===== src/rtl/fault_irq_agg_pkg.sv =====
package fault_irq_agg_pkg;
  // register addresses
  localparam int A_PRIM = 0;
  localparam int A_SEC  = 1;
  localparam int A_VND  = 2;
  localparam int A_VEN  = 3;
  localparam int A_CTL  = 4;
  localparam int A_STAT = 5;
  // summary bit and pin-state bit positions
  localparam int SUM_POS  = 7;
  localparam int PIN_POS  = 5;
  // level sources: register and bit for lvl_flt[i]
  localparam int N_LVL = 4;
  localparam int LVL_REG [N_LVL] = '{A_PRIM, A_PRIM, A_SEC, A_SEC};
  localparam int LVL_POS [N_LVL] = '{2, 0, 3, 2};
  // event sources: register and bit for evt_pls[i]
  localparam int N_EVT = 2;
  localparam int EVT_REG [N_EVT] = '{A_PRIM, A_SEC};
  localparam int EVT_POS [N_EVT] = '{6, 5};
endpackage


===== src/rtl/fault_sticky_bit.sv =====
// One sticky status bit: a set input beats a clearing write in the same cycle.
module fault_sticky_bit (
  input  logic clk,
  input  logic rst,
  input  logic set_i,
  input  logic clr_i,
  output logic q_o
);
  always_ff @(posedge clk) begin
    if (rst)        q_o <= 1'b0;
    else if (set_i) q_o <= 1'b1;
    else if (clr_i) q_o <= 1'b0;
  end
endmodule


===== src/rtl/fault_irq_drive.sv =====
// Registered active-low interrupt driver.
module fault_irq_drive (
  input  logic clk,
  input  logic rst,
  input  logic force_i,
  input  logic pend_i,
  output logic irq_n_o
);
  always_ff @(posedge clk) begin
    if (rst) irq_n_o <= 1'b1;
    else     irq_n_o <= ~(force_i | pend_i);
  end
endmodule


===== src/rtl/fault_irq_agg.sv =====
module fault_irq_agg
  import fault_irq_agg_pkg::*;
#(
  parameter int ADDR_W = 3,
  parameter int DATA_W = 8
) (
  input  logic              clk,
  input  logic              rst,
  input  logic [ADDR_W-1:0] addr,
  input  logic [DATA_W-1:0] wdata,
  input  logic              wr_en,
  output logic [DATA_W-1:0] rdata,
  input  logic [N_LVL-1:0]  lvl_flt,
  input  logic [N_EVT-1:0]  evt_pls,
  input  logic [DATA_W-1:0] vnd_pls,
  output logic              irq_n
);
  localparam int N_REGS = 2 ** ADDR_W;

  // one-hot write decode
  logic [N_REGS-1:0] wsel;
  always_comb begin
    wsel = '0;
    if (wr_en) wsel[addr] = 1'b1;
  end

  // level-type bits
  logic [N_LVL-1:0] lvl_q;
  for (genvar i = 0; i < N_LVL; i++) begin : g_lvl
    fault_sticky_bit u_bit (
      .clk  (clk),
      .rst  (rst),
      .set_i(lvl_flt[i]),
      .clr_i(wsel[LVL_REG[i]] & wdata[LVL_POS[i]]),
      .q_o  (lvl_q[i])
    );
  end

  // event-type bits
  logic [N_EVT-1:0] evt_q;
  for (genvar i = 0; i < N_EVT; i++) begin : g_evt
    fault_sticky_bit u_bit (
      .clk  (clk),
      .rst  (rst),
      .set_i(evt_pls[i]),
      .clr_i(wsel[EVT_REG[i]] & wdata[EVT_POS[i]]),
      .q_o  (evt_q[i])
    );
  end

  // vendor enable and control registers
  logic [DATA_W-1:0] vnd_en;
  logic              force_q;
  always_ff @(posedge clk) begin
    if (rst) begin
      vnd_en  <= '0;
      force_q <= 1'b0;
    end else begin
      if (wsel[A_VEN]) vnd_en  <= wdata;
      if (wsel[A_CTL]) force_q <= wdata[0];
    end
  end

  // vendor fault bits, gated by their enables
  logic [DATA_W-1:0] vnd_q;
  for (genvar i = 0; i < DATA_W; i++) begin : g_vnd
    fault_sticky_bit u_bit (
      .clk  (clk),
      .rst  (rst),
      .set_i(vnd_pls[i] & vnd_en[i]),
      .clr_i(wsel[A_VND] & wdata[i]),
      .q_o  (vnd_q[i])
    );
  end

  // assemble register views with live summary bits
  logic [DATA_W-1:0] prim_view, sec_view;
  always_comb begin
    prim_view = '0;
    sec_view  = '0;
    for (int i = 0; i < N_LVL; i++) begin
      if (LVL_REG[i] == A_PRIM) prim_view[LVL_POS[i]] = lvl_q[i];
      else                      sec_view[LVL_POS[i]]  = lvl_q[i];
    end
    for (int i = 0; i < N_EVT; i++) begin
      if (EVT_REG[i] == A_PRIM) prim_view[EVT_POS[i]] = evt_q[i];
      else                      sec_view[EVT_POS[i]]  = evt_q[i];
    end
    sec_view[SUM_POS]  = |vnd_q;
    prim_view[SUM_POS] = |sec_view;
  end

  fault_irq_drive u_irq (
    .clk    (clk),
    .rst    (rst),
    .force_i(force_q),
    .pend_i (|prim_view),
    .irq_n_o(irq_n)
  );

  // registered read mux
  logic [DATA_W-1:0] stat_view;
  always_comb begin
    stat_view          = '0;
    stat_view[PIN_POS] = irq_n;
  end

  always_ff @(posedge clk) begin
    if (rst) rdata <= '0;
    else begin
      case (int'(addr))
        A_PRIM:  rdata <= prim_view;
        A_SEC:   rdata <= sec_view;
        A_VND:   rdata <= vnd_q;
        A_VEN:   rdata <= vnd_en;
        A_CTL:   rdata <= {{(DATA_W-1){1'b0}}, force_q};
        A_STAT:  rdata <= stat_view;
        default: rdata <= '0;
      endcase
    end
  end
endmodule


===== config.mk =====
export PLATFORM = sky130hd
export DESIGN_NAME = fault_irq_agg
export DESIGN_NICKNAME = d
export VERILOG_FILES = /design/src/rtl/fault_irq_agg_pkg.sv /design/src/rtl/fault_sticky_bit.sv /design/src/rtl/fault_irq_drive.sv /design/src/rtl/fault_irq_agg.sv
export SDC_FILE = /design/constraint.sdc
export NUM_CORES = 1
export LEC_CHECK = 0
export BUFFER_PORTS_ARGS = -buffer_cell sky130_fd_sc_hd__buf_4
export CORE_UTILIZATION = 38
export CTS_BUF_LIST = sky130_fd_sc_hd__clkbuf_16
export DETAILED_ROUTE_END_ITERATION = 6
export PLACE_DENSITY = 0.68
export SETUP_SLACK_MARGIN = 0.05
export SLEW_MARGIN = 20
export SYNTH_ARGS = -nofsm -noshare
export SYNTH_HDL_FRONTEND = slang
export SYNTH_HIERARCHICAL = 1
export SYNTH_SLANG_ARGS = --single-unit

===== constraint.sdc =====
create_clock -name clk -period 1.4 [get_ports clk]
set_input_delay 0.21 -clock clk [delete_from_list [all_inputs] [get_ports clk]]
set_output_delay 0.21 -clock clk [all_outputs]
set_load 0.01 [all_outputs]

# Yosys cells after proc, flatten, opt, wreduce, memory -nomap -nowiden
# Cells that the tools add are included.
# word_totals
in_bits	28
word_cells	100
register_bits	32
out_inout_bits	9
# classes
mux	32
eq_ne	5
order_cmp	2
bitwise_logic	24
n_reduce_logical	19
# ops
op	count
one-hot mux 8 bit (6 select lines)	1
2-to-1 mux 1 bit	29
nonzero test 2 bit	14
bitwise AND 1 bit	22
OR reduction 14 bit	1
OR reduction 11 bit	1
OR reduction 8 bit	1
equality test 3 x 2 -> 1 bit, second input constant	2
equality test 3 bit, second input constant	2
2-to-1 mux 5 bit	1
< comparator 3 x 4 -> 1 bit, second input constant	1
demux 1 bit (select 3 bit)	1
equality test 3 x 1 -> 1 bit, second input constant	1
greater-or-equal comparator 3 x 1 -> 1 bit, second input constant	1
logical NOT 3 bit	1
logical AND 1 bit	1
NOT 1 bit	1
bitwise OR 1 bit	1

# Longest topological paths before layout
# depth
word_depth	8
ltp_mapped	6
mapped_depth_nobuf	5

# By module
# The synthesis kept the hierarchy.
# modules_own_cells
module	seq_area_each_um2	instances	cells_each	area_each_um2
fault_irq_agg	340.3	1	118	980.9
fault_sticky_bit	20.0	14	4	38.8
fault_irq_drive	20.0	1	2	27.5

# Worst setup path after synthesis
# No wires, ideal clock.
# synth_path
path_type	in2reg
from	in addr[0]
to	reg g_vnd[0].u_bit.q_o
setup_ns	0.066
slack_ns	0.261
n_path_buf	2
cell_stages	6
arrival_time_ns	1.073
required_ns	1.334
cell_sequence	buf_6 > buf_6 > and3b_1 > and2_1 > nand2b_1 > a21oi_2
# synth_between
elab_chain_cells	7
elab_cells_between_ends	8
cone_classes	order compare (2); mux (3); bitwise (1); reduce/logical (2)
# synth_rtl
element	line	source
from (decl)	fault_irq_agg.sv:9	input logic [ADDR_W-1:0] addr,
< comparator 3 x 4 -> 1 bit (implied by the code) / greater-or-equal comparator 3 x 1 -> 1 bit (equally long branches)	fault_irq_agg.sv:24	if (wr_en) wsel[addr] = 1'b1;
logical AND 1 bit (implied by the code)	fault_irq_agg.sv:24	
2-to-1 mux 1 bit (implied by the code)	fault_irq_agg.sv:24	
demux 1 bit (select 3 bit) (*)	fault_irq_agg.sv:24	
2-to-1 mux 5 bit (*)	fault_irq_agg.sv:24	
bitwise AND 1 bit (*)	fault_irq_agg.sv:71	.clr_i(wsel[A_VND] & wdata[i]),
nonzero test 2 bit (no line) (*)	n/a	
to (signal assigned)	fault_sticky_bit.sv:10	if (rst) q_o <= 1'b0;
to (signal assigned)	fault_sticky_bit.sv:11	else if (set_i) q_o <= 1'b1;
to (signal assigned)	fault_sticky_bit.sv:12	else if (clr_i) q_o <= 1'b0;
to (decl)	fault_sticky_bit.sv:7	output logic q_o
# Mark *: on every way between the ends. The rest lies on a longest branch, timed or not.
# A chain may end at the register's enable or synchronous reset.

# Worst setup path in the final report
# layout_path
from	reg g_vnd[7].u_bit.q_o
to	reg rdata[7]
# layout_between
elab_chain_cells	2
elab_cells_between_ends	3
cone_classes	mux (1); reduce/logical (2)
# layout_rtl
element	line	source
from (decl)	fault_sticky_bit.sv:7	
from (signal assigned)	fault_sticky_bit.sv:10	
from (signal assigned)	fault_sticky_bit.sv:11	
from (signal assigned)	fault_sticky_bit.sv:12	
OR reduction 11 bit / OR reduction 8 bit (equally long branches)	fault_irq_agg.sv:90, fault_irq_agg.sv:89	
one-hot mux 8 bit (6 select lines) (*)	fault_irq_agg.sv:111	case (int'(addr))
to (signal assigned)	fault_irq_agg.sv:112	A_PRIM: rdata <= prim_view;
to (signal assigned)	fault_irq_agg.sv:113	A_SEC: rdata <= sec_view;
to (signal assigned)	fault_irq_agg.sv:114	A_VND: rdata <= vnd_q;
to (decl)	fault_irq_agg.sv:12	output logic [DATA_W-1:0] rdata,
# Marked as above.

==> results.tsv <==
metric	value	unit
maximum frequency from static timing analysis	0.838	GHz
CP max stage cell	nor4_1	
power density of the placed cells	1080	mW/mm2
skew final	0.00254	ns
crit share post-route	85.3	%
slew of the pin with the lowest slew margin	0.354	ns
average wire length per cell after detail routing	12.9	um
die height	65.9	um
effective utilization at floorplan	40.8	%
average vias per placed instance	4.90	
antenna diode count	0	
fraction of layout cells with a size suffix above 1	32.0	%
unrepaired setup endpoints after global routing	false	
number of placed cells counting well taps	262	
Syn Area/Cell	8.82	um2
CTS Buf Count	5	
iteration count of the initial detailed-routing pass	4	
Hold Worst Slack	0.165	ns
number of ports placed on the die boundary	37	
number of H-tree branching levels	2	
number of port buffers	36	
Die Area	0.00434	mm2
final-report hold violation count	0	
area growth from synthesis to final layout	31.9	%
number of antenna violations at the first check in global routing	0	
FP Rows	22	
most frequent cells in the layout	buf_4, dfxtp_1, and2_1	
number of nets produced by synthesis	204	
# DRC	0	
hold path cells	3	
residual antenna-violating net count after detailed routing	0	
Mapped Area	0.00155	mm2
Slew HR	76.2	%
time the worst path needs with I/O delays and setup	1.19	ns
highest ir drop seen on vdd	0.561	mV
clock slew seen by the registers of the worst setup and hold paths	0.05	ns
count of pins over their slew limit	0	
Skew-Pair Late Insertion Delay	0.28	ns
required time of the critical path	1.56	ns
total routed wirelength	3480	um
CP bufs+invs	0	
DP Wirelength	2560	um
type of the tightest min-delay check	in -> reg	
FF-to-FF path depth	3	
number of standard cells after synthesis	176	
leak pwr	0.852	nW
final weighted congestion in routability-driven placement	0.756	
number of cells on the critical path	3	
total number of vias	1324	
setup TNS	0	ns
pin count of the biggest net entering global routing	23	
startpoint types	flop	
arrival time of data at the critical path endpoint	1.36	ns
root cell of the clock tree	clkbuf_16	
iteration-0 DRC count of the detailed router	80	
critical path fanouts, max	3	
PnR worst setup slack	0.206	ns
sort of element at the end of the critical path	flop	
maximum capacitance violations	0	
status	finished, final reports clean	
worst-case clock buffer depth	2	
core area	0.00380	mm2
share of synthesized area occupied by flip-flops and latches	41.3	%
kind of critical path	reg -> reg	
final setup fails	0	
list of cells traversed by the critical path	nor4_1 > a211oi_1 > o31a_1	
total number of nets in the final design	249	
number of distinct library cell variants in the gate-level netlist after synthesis	36	
total power after layout	0.00221	W
post-route insts no fill	270	
Total GRT Usage	18.5	%
total number of clock tree sinks	32	
remaining global-route overflow	0	
count of hold-fix buffers inserted at cts	0	
worst slack after detailed placement	0.0676	ns
Top delay family on crit path	simple AND/OR/NAND/NOR gates	
most frequent standard cell in the layout excluding fill and tap cells	buf_4	
total of flip-flops plus latches after synthesis	32	
die outline width	65.9	um
vias in the first global route	1304	
count of yosys warnings during synthesis	6	
Crit path largest cell delay	0.38	ns
# fillers	365	
CTS tree	built	
wire length of the first global-routing pass	5840	um
power breakdown:
part           internal (W)  switching, W
Combinational      0.000124      0.000113
Sequential         0.000941     0.0000192
Clock              0.000638      0.000372
cells in the mapped netlist, drive strengths merged:
cell type | n | area share (%)
a21oi | 26 | 12
and4b | 1 | 0.65
o21bai | 1 | 0.48
nor3b | 2 | 0.97
a2bb2oi | 1 | 0.56
nor3 | 6 | 1.9
o21a | 1 | 0.48
buf | 6 | 2.9
nand3b | 2 | 0.97
inv | 15 | 3.6
and3 | 3 | 1.2
o31ai | 1 | 0.48
mux2i | 5 | 3.2
dfxtp | 32 | 41
o31a | 1 | 0.56
mux4 | 1 | 1.5
nor2b | 1 | 0.40
nand2b | 16 | 6.5
nand4b | 1 | 0.97
clkbuf | 2 | 0.48
nor2 | 3 | 0.89
a211oi | 1 | 0.48
nand4 | 2 | 0.81
nor4 | 3 | 1.2
nand3 | 1 | 0.32
or3b | 1 | 0.56
and3b | 1 | 0.56
mux2 | 2 | 1.5
and2 | 19 | 7.7
o22a | 1 | 0.56
a22oi | 1 | 0.48
nand2 | 17 | 4.1
cell families (layout without fill, tap and decap cells):
kind of cell | after synthesis | in the layout | synth area share (%)
simple gates | 79 | 79 | 29.7
flops | 32 | 32 | 41.3
buf+inv | 23 | 69 | 7.02
mux | 8 | 8 | 6.13
compound gates | 34 | 34 | 15.9
state kept, by name, summed over array words and instances (netlist names):
register	count
force_q	1
g_evt.u_bit/q_o	2
g_lvl.u_bit/q_o	4
g_vnd.u_bit/q_o	8
rdata	8
u_irq/irq_n_o	1
vnd_en	8
worst min-delay path, stage by stage:
cell and delay (ns):
buf_4 0.07, inv_1 0.03, a21oi_2 0.09
path summary, 6_finish.rpt:
kind                       from  slack, ns                 end
max          g_vnd[7].u_bit/q_o       0.21            rdata[7]
min                  lvl_flt[2]       0.17  g_lvl[2].u_bit/q_o
max reg2reg  g_vnd[7].u_bit/q_o       0.21            rdata[7]
min reg2reg           vnd_en[4]       0.47           vnd_en[4]
what timing repair did:
| item | 4_1_cts | 5_1_grt |
|---|---|---|
| resized for setup | 0 | 1 |
| setup endpoints to repair | 0 | 1 |
| buffers inserted | 0 | 0 |
per-stage QoR:
stage	cell area, um2	utilization [%]
detailed placement	1900	50.1
finish	2050	53.9
global placement	1900	50.1
global route	2050	53.9
floorplan	1550	-
CTS	2040	53.7
cell type report:
class                           instances  area (um2)  area share, %
Clock inverter                          3        11.3          0.550
Tap cell                               48        60.1           2.93
Multi-Input combinational cell        121         808           39.5
Inverter                               15        56.3           2.75
Clock buffer                            5         125           6.11
Sequential cell                        32         641           31.3
Timing Repair Buffer                   46         345           16.9
layer usage:
layer  part of all wire, %  wire length, um  track usage [%]
met1                    48             1670             23.0
met2                    45             1580             29.0
met5                     0                0                0
met3                   3.6              126             3.62
met4                   2.7               93             11.4
Note: power is estimated with default switching activity, not from simulation.
